===== src/rtl/imul_pkg.sv =====
package imul_pkg;

  typedef enum logic [1:0] {
    ST_IDLE = 2'd0,
    ST_RUN  = 2'd1,
    ST_FIN  = 2'd2,
    ST_DONE = 2'd3
  } imul_state_e;

  typedef enum logic [1:0] {
    SEL_LO  = 2'b00,
    SEL_HSS = 2'b01,
    SEL_HSU = 2'b10,
    SEL_HUU = 2'b11
  } imul_sel_e;

endpackage


===== src/rtl/imul_prep.sv =====
module imul_prep
  import imul_pkg::*;
#(
  parameter int XLEN = 64,
  parameter int HALF = 32
) (
  input  logic [XLEN-1:0] a,
  input  logic [XLEN-1:0] b,
  input  logic [1:0]      sel,
  input  logic            word,
  output logic [XLEN-1:0] mag_a,
  output logic [XLEN-1:0] mag_b,
  output logic            neg,
  output logic            hi
);

  logic [XLEN-1:0] raw [2];
  logic            sgn [2];
  logic [XLEN-1:0] mag [2];
  logic            isneg [2];

  always_comb begin
    if (word) begin
      raw[0] = {{(XLEN-HALF){a[HALF-1]}}, a[HALF-1:0]};
      raw[1] = {{(XLEN-HALF){b[HALF-1]}}, b[HALF-1:0]};
      sgn[0] = 1'b1;
      sgn[1] = 1'b1;
      hi     = 1'b0;
    end else begin
      raw[0] = a;
      raw[1] = b;
      sgn[0] = (sel != SEL_HUU);
      sgn[1] = (sel == SEL_LO) || (sel == SEL_HSS);
      hi     = (sel != SEL_LO);
    end
  end

  // Per-operand sign/magnitude conversion
  for (genvar g = 0; g < 2; g++) begin : g_opnd
    assign isneg[g] = sgn[g] & raw[g][XLEN-1];
    assign mag[g]   = isneg[g] ? (~raw[g] + 1'b1) : raw[g];
  end

  assign mag_a = mag[0];
  assign mag_b = mag[1];
  assign neg   = isneg[0] ^ isneg[1];

endmodule


===== src/rtl/imul_core.sv =====
module imul_core #(
  parameter int XLEN = 64
) (
  input  logic              clk,
  input  logic              load,
  input  logic              step,
  input  logic [XLEN-1:0]   mcand,
  input  logic [XLEN-1:0]   mplier,
  output logic [2*XLEN-1:0] prod
);

  logic [XLEN-1:0] acc_hi;
  logic [XLEN-1:0] acc_lo;
  logic [XLEN-1:0] mc_q;
  logic [XLEN:0]   sum;

  // Add the multiplicand when the current multiplier bit is set
  assign sum = {1'b0, acc_hi} + {1'b0, (acc_lo[0] ? mc_q : {XLEN{1'b0}})};

  always_ff @(posedge clk) begin
    if (load) begin
      acc_hi <= '0;
      acc_lo <= mplier;
      mc_q   <= mcand;
    end else if (step) begin
      acc_hi <= sum[XLEN:1];
      acc_lo <= {sum[0], acc_lo[XLEN-1:1]};
    end
  end

  assign prod = {acc_hi, acc_lo};

endmodule


===== src/rtl/imul_fix.sv =====
module imul_fix #(
  parameter int XLEN = 64,
  parameter int HALF = 32
) (
  input  logic [2*XLEN-1:0] prod,
  input  logic              neg,
  input  logic              hi,
  input  logic              word,
  output logic [XLEN-1:0]   result
);

  logic [2*XLEN-1:0] full;
  logic [HALF-1:0]   wp;
  logic [HALF-1:0]   wn;

  assign full = neg ? (~prod + 1'b1) : prod;
  // After HALF steps the narrow product sits just below the midpoint
  assign wp   = prod[XLEN-1 -: HALF];
  assign wn   = neg ? (~wp + 1'b1) : wp;

  always_comb begin
    if (word)    result = {{(XLEN-HALF){wn[HALF-1]}}, wn};
    else if (hi) result = full[2*XLEN-1:XLEN];
    else         result = full[XLEN-1:0];
  end

endmodule


===== src/rtl/imul_seq.sv =====
module imul_seq
  import imul_pkg::*;
#(
  parameter int XLEN = 64,
  parameter int HALF = XLEN / 2
) (
  input  logic            clk,
  input  logic            rst,
  input  logic            in_valid,
  output logic            in_ready,
  input  logic [XLEN-1:0] in_a,
  input  logic [XLEN-1:0] in_b,
  input  logic [2:0]      in_func,
  input  logic            in_word,
  output logic            out_valid,
  input  logic            out_ready,
  output logic [XLEN-1:0] out_data
);

  localparam int CNT_W = $clog2(XLEN + 1);

  imul_state_e       state;
  logic [CNT_W-1:0]  cnt;
  logic              word_q, hi_q, neg_q;
  logic [XLEN-1:0]   mag_a, mag_b;
  logic              p_neg, p_hi;
  logic [2*XLEN-1:0] prod;
  logic [XLEN-1:0]   fixed;
  logic              accept, step;
  logic              func_unused;

  assign func_unused = in_func[2];
  assign in_ready    = (state == ST_IDLE);
  assign out_valid   = (state == ST_DONE);
  assign accept      = in_valid && in_ready;
  assign step        = (state == ST_RUN);

  imul_prep #(.XLEN(XLEN), .HALF(HALF)) u_prep (
    .a(in_a), .b(in_b), .sel(in_func[1:0]), .word(in_word),
    .mag_a(mag_a), .mag_b(mag_b), .neg(p_neg), .hi(p_hi)
  );

  imul_core #(.XLEN(XLEN)) u_core (
    .clk(clk), .load(accept), .step(step),
    .mcand(mag_a), .mplier(mag_b), .prod(prod)
  );

  imul_fix #(.XLEN(XLEN), .HALF(HALF)) u_fix (
    .prod(prod), .neg(neg_q), .hi(hi_q), .word(word_q), .result(fixed)
  );

  always_ff @(posedge clk) begin
    if (rst) begin
      state    <= ST_IDLE;
      cnt      <= '0;
      word_q   <= 1'b0;
      hi_q     <= 1'b0;
      neg_q    <= 1'b0;
      out_data <= '0;
    end else begin
      case (state)
        ST_IDLE: if (accept) begin
          state  <= ST_RUN;
          cnt    <= in_word ? CNT_W'(HALF) : CNT_W'(XLEN);
          word_q <= in_word;
          hi_q   <= p_hi;
          neg_q  <= p_neg;
        end
        ST_RUN: begin
          cnt <= cnt - 1'b1;
          if (cnt == CNT_W'(1)) state <= ST_FIN;
        end
        ST_FIN: begin
          out_data <= fixed;
          state    <= ST_DONE;
        end
        ST_DONE: if (out_ready) state <= ST_IDLE;
        default: state <= ST_IDLE;
      endcase
    end
  end

endmodule


===== config.mk =====
export PLATFORM = sky130hd
export DESIGN_NAME = imul_seq
export DESIGN_NICKNAME = d
export VERILOG_FILES = /design/src/rtl/imul_pkg.sv /design/src/rtl/imul_prep.sv /design/src/rtl/imul_core.sv /design/src/rtl/imul_fix.sv /design/src/rtl/imul_seq.sv
export SDC_FILE = /design/constraint.sdc
export NUM_CORES = 1
export LEC_CHECK = 0
export CORE_MARGIN = 5
export CORE_UTILIZATION = 40
export DETAILED_ROUTE_END_ITERATION = 10
export PLACE_DENSITY = 0.69
export SLEW_MARGIN = 10
export SYNTH_ARGS = -nofsm -noshare
export SYNTH_HDL_FRONTEND = slang
export SYNTH_HIERARCHICAL = 1
export SYNTH_SLANG_ARGS = --single-unit
export TNS_END_PERCENT = 1

===== constraint.sdc =====
create_clock -name clk -period 5.1 [get_ports clk]
set_clock_uncertainty 0.1 [all_clocks]
set_input_delay 0.765 -clock clk [delete_from_list [all_inputs] [get_ports clk]]
set_output_delay 0.765 -clock clk [all_outputs]
set_load 0.01 [all_outputs]

# Word-level counts from Yosys, hierarchy flattened
# Index checks and enable logic that the tools add are counted.
[word_totals]
memories = 0
rom_bits = 0
in_bits = 136
latch_bits = 0
register_bits = 268
mem_bits_rw = 0
out_inout_bits = 66
elab_cells = 60
[classes]
reduce_logical = 10
add_sub_neg = 6
n_div = 0
n_eq_ne = 9
n_lt_le_gt_ge = 0
mux = 19
n_bitwise = 7
shifts = 0
multipliers = 0
[op_table]
columns = ["operator", "count"]
rows = [
  ["$mux W64", 7],
  ["$mux W128", 2],
  ["$add A128 B1 Y128 const B", 1],
  ["$add A64 B1 Y64 const B", 2],
  ["$not A128 Y128", 1],
  ["$not A64 Y64", 2],
  ["$add A64 B64 Y65", 1],
  ["$add A32 B1 Y32 const B", 1],
  ["$mux W32", 1],
  ["$not A32 Y32", 1],
  ["$mux W7", 2],
  ["$pmux W7 S2", 1],
  ["$mux W2", 4],
  ["$pmux W2 S4", 1],
  ["$eq A7 B1 Y1 const B", 1],
  ["$sub A7 B1 Y7 const B", 1],
  ["$ne A2 B1 Y1 const B", 3],
  ["$reduce_bool A2 Y1", 3],
  ["$eq A2 B1 Y1 const B", 2],
  ["$eq A2 B2 Y1 const B", 2],
  ["$logic_not A2 Y1", 2],
  ["$reduce_and A2 Y1", 2],
  ["$reduce_and A3 Y1", 1],
  ["$and A1 B1 Y1", 2],
  ["other kinds (5)", 5],
]

# Longest topological paths before layout
# Gate-level depths: netlist of run 1.
[logic_depth]
word_depth = 6
mapped_depth = 15

# Cells and area by module
# The synthesis of run 1 kept the hierarchy.
[by_module_without_submodules]
columns = ["module", "area_per_inst_um2", "instances", "seq_area_each_um2", "cells_each"]
rows = [
  ["imul_core", 10785.3, 1, 5124.9, 1003],
  ["imul_fix", 5201.2, 1, 0.0, 822],
  ["imul_prep", 3877.5, 1, 0.0, 633],
  ["imul_seq", 2909.0, 1, 1521.5, 292],
]

# Least setup slack after synthesis of run 1
# OpenSTA, ideal clock, no wires.
[synth_path]
path_kind = "in2reg"
start = "in in_valid"
end = "reg u_core.acc_lo[0] (enable)"
t_arrival_ns = 3.881
setup_time_ns = 0.418
path_slack_ns = 0.702
path_stages = 5
path_buffers = 1
path_cell_list = "nand2_1 inv_1 nor2_1 clkbuf_1 inv_1"
[synth_between]
elab_chain_cells = 2
[synth_lines]
columns = ["element", "line_no", "rtl"]
rows = [
  ["start: declaration", "imul_seq.sv:9", "input logic in_valid,"],
  ["$logic_and A1 B1 Y1", "imul_seq.sv:35", "assign accept = in_valid && in_ready;"],
  ["net accept", "imul_seq.sv:29", "logic accept, step;"],
  ["$reduce_bool A2 Y1 (no source line)", "n/a", ""],
  ["end signal: assignment", "imul_core.sv:23", "acc_lo <= mplier;"],
  ["end signal: assignment", "imul_core.sv:27", "acc_lo <= {sum[0], acc_lo[XLEN-1:1]};"],
  ["end: declaration", "imul_core.sv:13", "logic [XLEN-1:0] acc_lo;"],
]
# The timed path passes the listed nets, and every way through them passes these cells.
# A chain may end at the register's enable or synchronous reset.

# Final worst setup path of run 1
[layout_path]
start = "reg u_core.acc_lo[0]"
end = "reg out_data[49]"
[layout_between]
elab_chain_cells = 5
[layout_lines]
columns = ["element", "line_no", "rtl"]
rows = [
  ["$not A128 Y128", "imul_fix.sv:16", "assign full = neg ? (~prod + 1'b1) : prod;"],
  ["$add A128 B1 Y128", "imul_fix.sv:16", ""],
  ["$mux W128", "imul_fix.sv:16", ""],
  ["$mux W64", "imul_fix.sv:23", "else if (hi) result = full[2*XLEN-1:XLEN];"],
  ["$mux W64", "imul_fix.sv:22", "if (word) result = {{(XLEN-HALF){wn[HALF-1]}}, wn};"],
  ["net fixed[49]", "imul_seq.sv:28", "logic [XLEN-1:0] fixed;"],
  ["end signal: assignment", "imul_seq.sv:74", "out_data <= fixed;"],
  ["end: declaration", "imul_seq.sv:17", "output logic [XLEN-1:0] out_data"],
]
# The timed path passes the listed nets, and every way through them passes these cells.

==> results of run 1 <==
-- through the flow --
stage / power [uW] / cells / setup WS, ns / hold WS, ns
CTS: 15700 / 3683 / 0.720 / 0.398
finish: 16000 / 3684 / 0.681 / 0.394
global route: 16800 / 3683 / 0.410 / 0.432
floorplan: 9810 / 2750 / 0.702 / 0.335
global placement: 13100 / 3621 / 0.825 / 0.378
detailed placement: 13200 / 3621 / 0.735 / 0.386
-- cell usage after synthesis, drive strengths merged, types with 32 or more instances --
cell type  instances  share of area [%]
nor2             279                4.6
nand2            191                3.2
a21oi            181                4.0
o21ai            158                3.5
xnor2            152                5.8
xor2             148                5.7
dfxtp            140                 12
clkbuf           131                2.2
edfxtp           128                 17
mux2i            117                5.1
nor3             101                2.3
nor4              87                2.7
and2              76                2.1
ha                74                4.1
mux2              66                3.3
or4               57                1.9
nand4             53                1.5
nand3             51                1.1
o31ai             47                1.6
buf               39               0.90
inv               39               0.64
a21o              38                1.3
a31oi             38                1.0
or3               38                1.0
o41ai             32                1.3
-- state kept, by name, indices dropped and copies added (netlist names) --
register       flops
cnt                7
hi_q               1
neg_q              1
out_data          64
state              2
u_core/acc_hi     64
u_core/acc_lo     64
u_core/mc_q       64
word_q             1
-- area by class of cell --
cell class | instances | area, sq um
fillers | 5525 | 29500
clock inverters | 18 | 193
repair buffers | 285 | 2660
inverters | 40 | 155
flip-flops and latches | 268 | 6650
multi-input cells | 2272 | 15300
clock buffers | 44 | 950
well taps | 756 | 946
diodes | 1 | 2.50
-- report_power, final --
group          internal (uW)  leakage, uW  switching, uW
Sequential              3250      0.00239           1340
Clock                   1480     0.000566            996
Combinational           3430      0.00648           5470
-- layer usage --
layer / wire, um / up-vias
met2: 39700 / 1136
met3: 7230 / 158
met4: 3380 / 6
met5: 37 / -
li1: - / 10566
met1: 40800 / 10940
-- how the worst min path moves through the flow --
| stage | cells past startpoint | endpoint | slack (ns) |
|---|---|---|---|
| global placement | 2 | out_data[55]$_SDFFE_PP0P_ | 0.38 |
| CTS | 2 | out_data[42]$_SDFFE_PP0P_ | 0.40 |
| floorplan | 2 | word_q$_SDFFE_PP0P_ | 0.34 |
| finish | 2 | out_data[42]$_SDFFE_PP0P_ | 0.39 |
| global route | 2 | out_data[42]$_SDFFE_PP0P_ | 0.43 |
| detailed placement | 2 | out_data[9]$_SDFFE_PP0P_ | 0.39 |
-- kinds of logic after synthesis --
group                    share of synthesized area (%)
multiplexers                                      8.41
AO/OA/AOI/OAI                                     18.6
adder cells (fa/ha/maj)                           4.15
XOR/XNOR                                          11.5
AND/OR/NAND/NOR                                   24.4
flip-flops                                        29.2
buffers and inverters                             3.72
-- critical path: stages (launching register included) --
cell	delay [ns]
edfxtp_1	0.71
or4_1	0.71
nor4_2	0.45
nand3_1	0.30
or4_1	0.72
nor4_1	0.64
mux2i_1	0.28
o2111ai_1	0.14
mux2i_1	0.18
nor2_1	0.05
==> results_dict.tcl, run 1 <==
set metrics [dict create \
    busiest_layer "met2" \
    wl_per_cell_um 24.8 \
    coreArea_sq_um 56400 \
    power.leakage_uw 0.00943 \
    ys.warnings.count 6 \
    critPathRequiredTime_ns 5.42 \
    crit_fanout 30 \
    start_util_pct 40.4 \
    grt_first_pass_wirelength_um 136000 \
    finalSetupViolations 0 \
    grt_pass1_vias 21449 \
    syn-instance-count 2750 \
    cts_tree "done" \
    cts_buffer_depth 3 \
    antenna_left 0 \
    crit_path_end "out_data[49]$_SDFFE_PP0P_" \
    grt_antenna_before_repair 3 \
    grt_overflow 0 \
    synth_flop_cell "dfxtp_1" \
    rrSetupSlack_ns 0.68 \
    grt_use_met3_pct 4.00 \
    wl_um 91200 \
    synthArstFlopShare_pct 0 \
    p_per_area_nw_per_um2 595 \
    slew_viol_final 0 \
    path_class "register to register" \
    place_congestion 1.02 \
    clockRootBuffer "clkbuf_16" \
    final_layout_size_suffix_gt1_share_pct 9.05 \
    worst_setup_path_end_kind "register" \
    min_period_over_period_pct 86.6 \
    startpoint "u_core/acc_lo[0]$_DFFE_PP_" \
    post-cts-setup-buffer-count 0 \
    cap_violations 0 \
    grtUsageMet2_pct 42.6 \
    drtIter0Drc 2730 \
    ys_ff_latch 268 \
    cts_resized 0 \
    cts_hold_buf 0 \
    ys_seq_area_share_pct 29.2 \
    row_count 87 \
    via_per_inst 6.19 \
    final_net_count 3112 \
    final.setup.tns_ns 0 \
    hpwl_um 72100 \
    final_cell_mix "nor2_1 (278), clkdlybuf4s50_1 (198), nand2_1 (190)" \
    place_area_sq_um 25700 \
    synth_nets 2961 \
    synth_edf_count 128 \
    relSlewSlack_pct 20.2 \
    peakVddDrop_uv 318 \
    drc_errors 0 \
    netlist_area_sq_um 22800 \
    synth_cell_types 95 \
    cts_max_level 2 \
    final_common_cell "nor2_1" \
    clock.fmax_mhz 226 \
    die-area_sq_um 61800 \
    via_count 22806 \
    hold_start "out_data[42]$_SDFFE_PP0P_" \
    period_needed_ns 4.42 \
    timing.rr.end "out_data[49]$_SDFFE_PP0P_" \
    fin_util_pct 47.6 \
    r2r_cells 9 \
    fp.dieH_um 249 \
    cts_buffers 34 \
    finish.instance_area_sq_um 26800 \
    area_delta_synth_final_pct 17.9 \
    io_buffers 200 \
    first_pass_iters 6 \
    fp.dieW_um 249 \
    grt_use_met1_pct 40.1 \
    reg2reg_from "u_core/acc_lo[0]$_DFFE_PP_" \
    worst_ep_arrival_time_ns 4.73 \
    status "completed" \
    avgSynthCellArea_sq_um 8.28 \
    insertion_delay_ns 0.56 \
    io_pins 202 \
    worst_pin_slew_ns 1.19 \
    clkSlewWorstSetupHoldPaths_ns 0.06 \
    grtUsageTotal_pct 27.8 \
    finalHoldViolCount 0 \
    rsz0062_at_grt "false" \
    worstHoldPathType "register to register" \
    cts.sinks 268 \
    grt_max_degree 143 \
    critPathLaunchType "register" \
]
(Power assumes the default switching activity.)
==> run 2: changes to the inputs <==
Settings changed: CORE_MARGIN 5 to default.
==> run 2 against run 1 <==
Count of clock-buffer cells in the layout down 8. Clock power decreased by 16%. Cell area down 1.3%. Die area fell by 6.3%. Flip-flop and latch count is the same. Sequential power grew 3%. Fmax is 2.3% higher. Largest power group unchanged. Highest routed layer is now met4. Final cell count shrank 0.60%.
==> results_dict.tcl, run 2 (synthesized netlist as in run 1, its figures left out) <==
set metrics [dict create \
    status "completed" \
    clkSlewWorstSetupHoldPaths_ns 0.06 \
    hold_start "out_data[5]$_SDFFE_PP0P_" \
    period_needed_ns 4.32 \
    worst_setup_path_end_kind "register" \
    drc_errors 0 \
    cts_buffer_depth 3 \
    finalHoldViolCount 0 \
    crit_fanout 63 \
    drtIter0Drc 2661 \
    via_count 23072 \
    fp.dieH_um 241 \
    path_cells "buf_4 -> and2_1 -> ha_1 -> a2111oi_0 -> a211oi_1 -> o21ai_1 -> o211ai_1 -> a21oi_2 -> nor3_2 -> o41a_1 -> a31o_1 -> a21oi_1 -> o22ai_1" \
    fin_util_pct 47.1 \
    diodes 0 \
    cpPeakStageDelay_ns 0.58 \
    wl_per_cell_um 24.4 \
    clock.fmax_mhz 232 \
    nFillCells 5407 \
    grt_antenna_before_repair 0 \
    final_cell_mix "nor2_1 (278), clkdlybuf4s50_1 (198), nand2_1 (190)" \
    start_util_pct 40.5 \
    io_pins 202 \
    totalPowerFinal_uw 15600 \
    die-area_sq_um 57900 \
    grt_first_pass_wirelength_um 131000 \
    worst_ep_arrival_time_ns 4.66 \
    antenna_left 0 \
    grt_max_degree 87 \
    critPathTopFamily "compound AO/OA/AOI/OAI gates" \
    power.leakage_uw 0.00921 \
    cap_violations 0 \
    insertion_delay_ns 0.58 \
    wl_um 89300 \
    worst-path-buf-inv 1 \
    critPathRequiredTime_ns 5.44 \
    reg2reg_from "u_core/acc_lo[0]$_DFFE_PP_" \
    critPathLaunchType "register" \
    clockRootBuffer "clkbuf_16" \
    startpoint "u_core/acc_lo[0]$_DFFE_PP_" \
    p_per_area_nw_per_um2 589 \
    io_buffers 200 \
    grtUsageTotal_pct 29.8 \
    first_pass_iters 6 \
    cts_tree "done" \
    crit_slowest_cell "a2111oi_0" \
    relSlewSlack_pct 24.3 \
    grt_pass1_vias 20812 \
    cts_hold_buf 0 \
    path_class "register to register" \
    cts_max_level 1 \
    worst_pin_slew_ns 1.14 \
    cts.sinks 268 \
    finalSetupViolations 0 \
    peakVddDrop_uv 357 \
    final_common_cell "nor2_1" \
    fp.dieW_um 241 \
    hold_ws_ns 0.397 \
    grt_overflow 0 \
    row_count 87 \
    post-cts-setup-buffer-count 0 \
    min_period_over_period_pct 84.7 \
    coreArea_sq_um 56300 \
    final_net_count 3093 \
    rsz0062_at_grt "false" \
    area_delta_synth_final_pct 16.4 \
    slew_viol_final 0 \
    final.setup.tns_ns 0 \
    place_congestion 1.05 \
    final_layout_size_suffix_gt1_share_pct 8.29 \
    via_per_inst 6.30 \
    hpwl_um 70100 \
    worstHoldPathType "register to register" \
    cts_resized 0 \
    cts_buffers 30 \
]
run 2: cell count changes in the layout (fill, tap and decap cells not counted), sizes merged:
cell / previous run / this run
bufinv: 3 / 1
clkinvlp: 1 / 9
diode: 1 / 0
clkinv: 12 / 9
inv: 42 / 41
buf: 87 / 72
clkbuf: 44 / 36
run 2: layout make-up:
type | instances | area [sq um] | area share [%]
multi-input combinational | 2272 | 15300 | 57.7
sequential | 268 | 6650 | 25.1
timing repair buffer | 270 | 2520 | 9.50
tap | 756 | 946 | 3.57
clock buffer | 36 | 795 | 3.00
inverter | 40 | 155 | 0.585
clock inverter | 20 | 141 | 0.533
run 2: routing by layer:
layer  global-route usage, %  wire (um)  vias up
li1                        -          -    10544
met1                    42.8      39500    11061
met2                    44.8      38700     1282
met3                    4.15       7600      185
met4                    11.5       3550        0
met5                       0          0        -
run 2: final timing paths:
check	endpoint	slack, ns	cells after the start
max reg2reg	u_core/acc_hi[63]$_SDFFE_PP0P_	0.78	13
min	out_data[5]$_SDFFE_PP0P_	0.40	2
max	u_core/acc_hi[63]$_SDFFE_PP0P_	0.78	13
min reg2reg	out_data[5]$_SDFFE_PP0P_	0.40	2
run 2: through the flow:
stage	cells	setup WS, ns	instance area [sq um]
5_1_grt	3662	0.572	26500
3_3_place_gp	3606	0.884	25600
3_5_place_dp	3606	0.845	25600
4_1_cts	3662	0.871	26500
6_report	3662	0.781	26500
2_1_floorplan	2750	0.702	22800
run 2: worst min-delay path, cell delays in order (launching register included):
cell and delay [ns]:
dfxtp_1 0.33, mux2i_1 0.07, nor2_1 0.07
run 2: power by group:
part           switching (uW)  leakage [uW]  internal [uW]
sequential               1490       0.00239           3250
combinational            5400       0.00640           3380
clock                     928      0.000432           1160
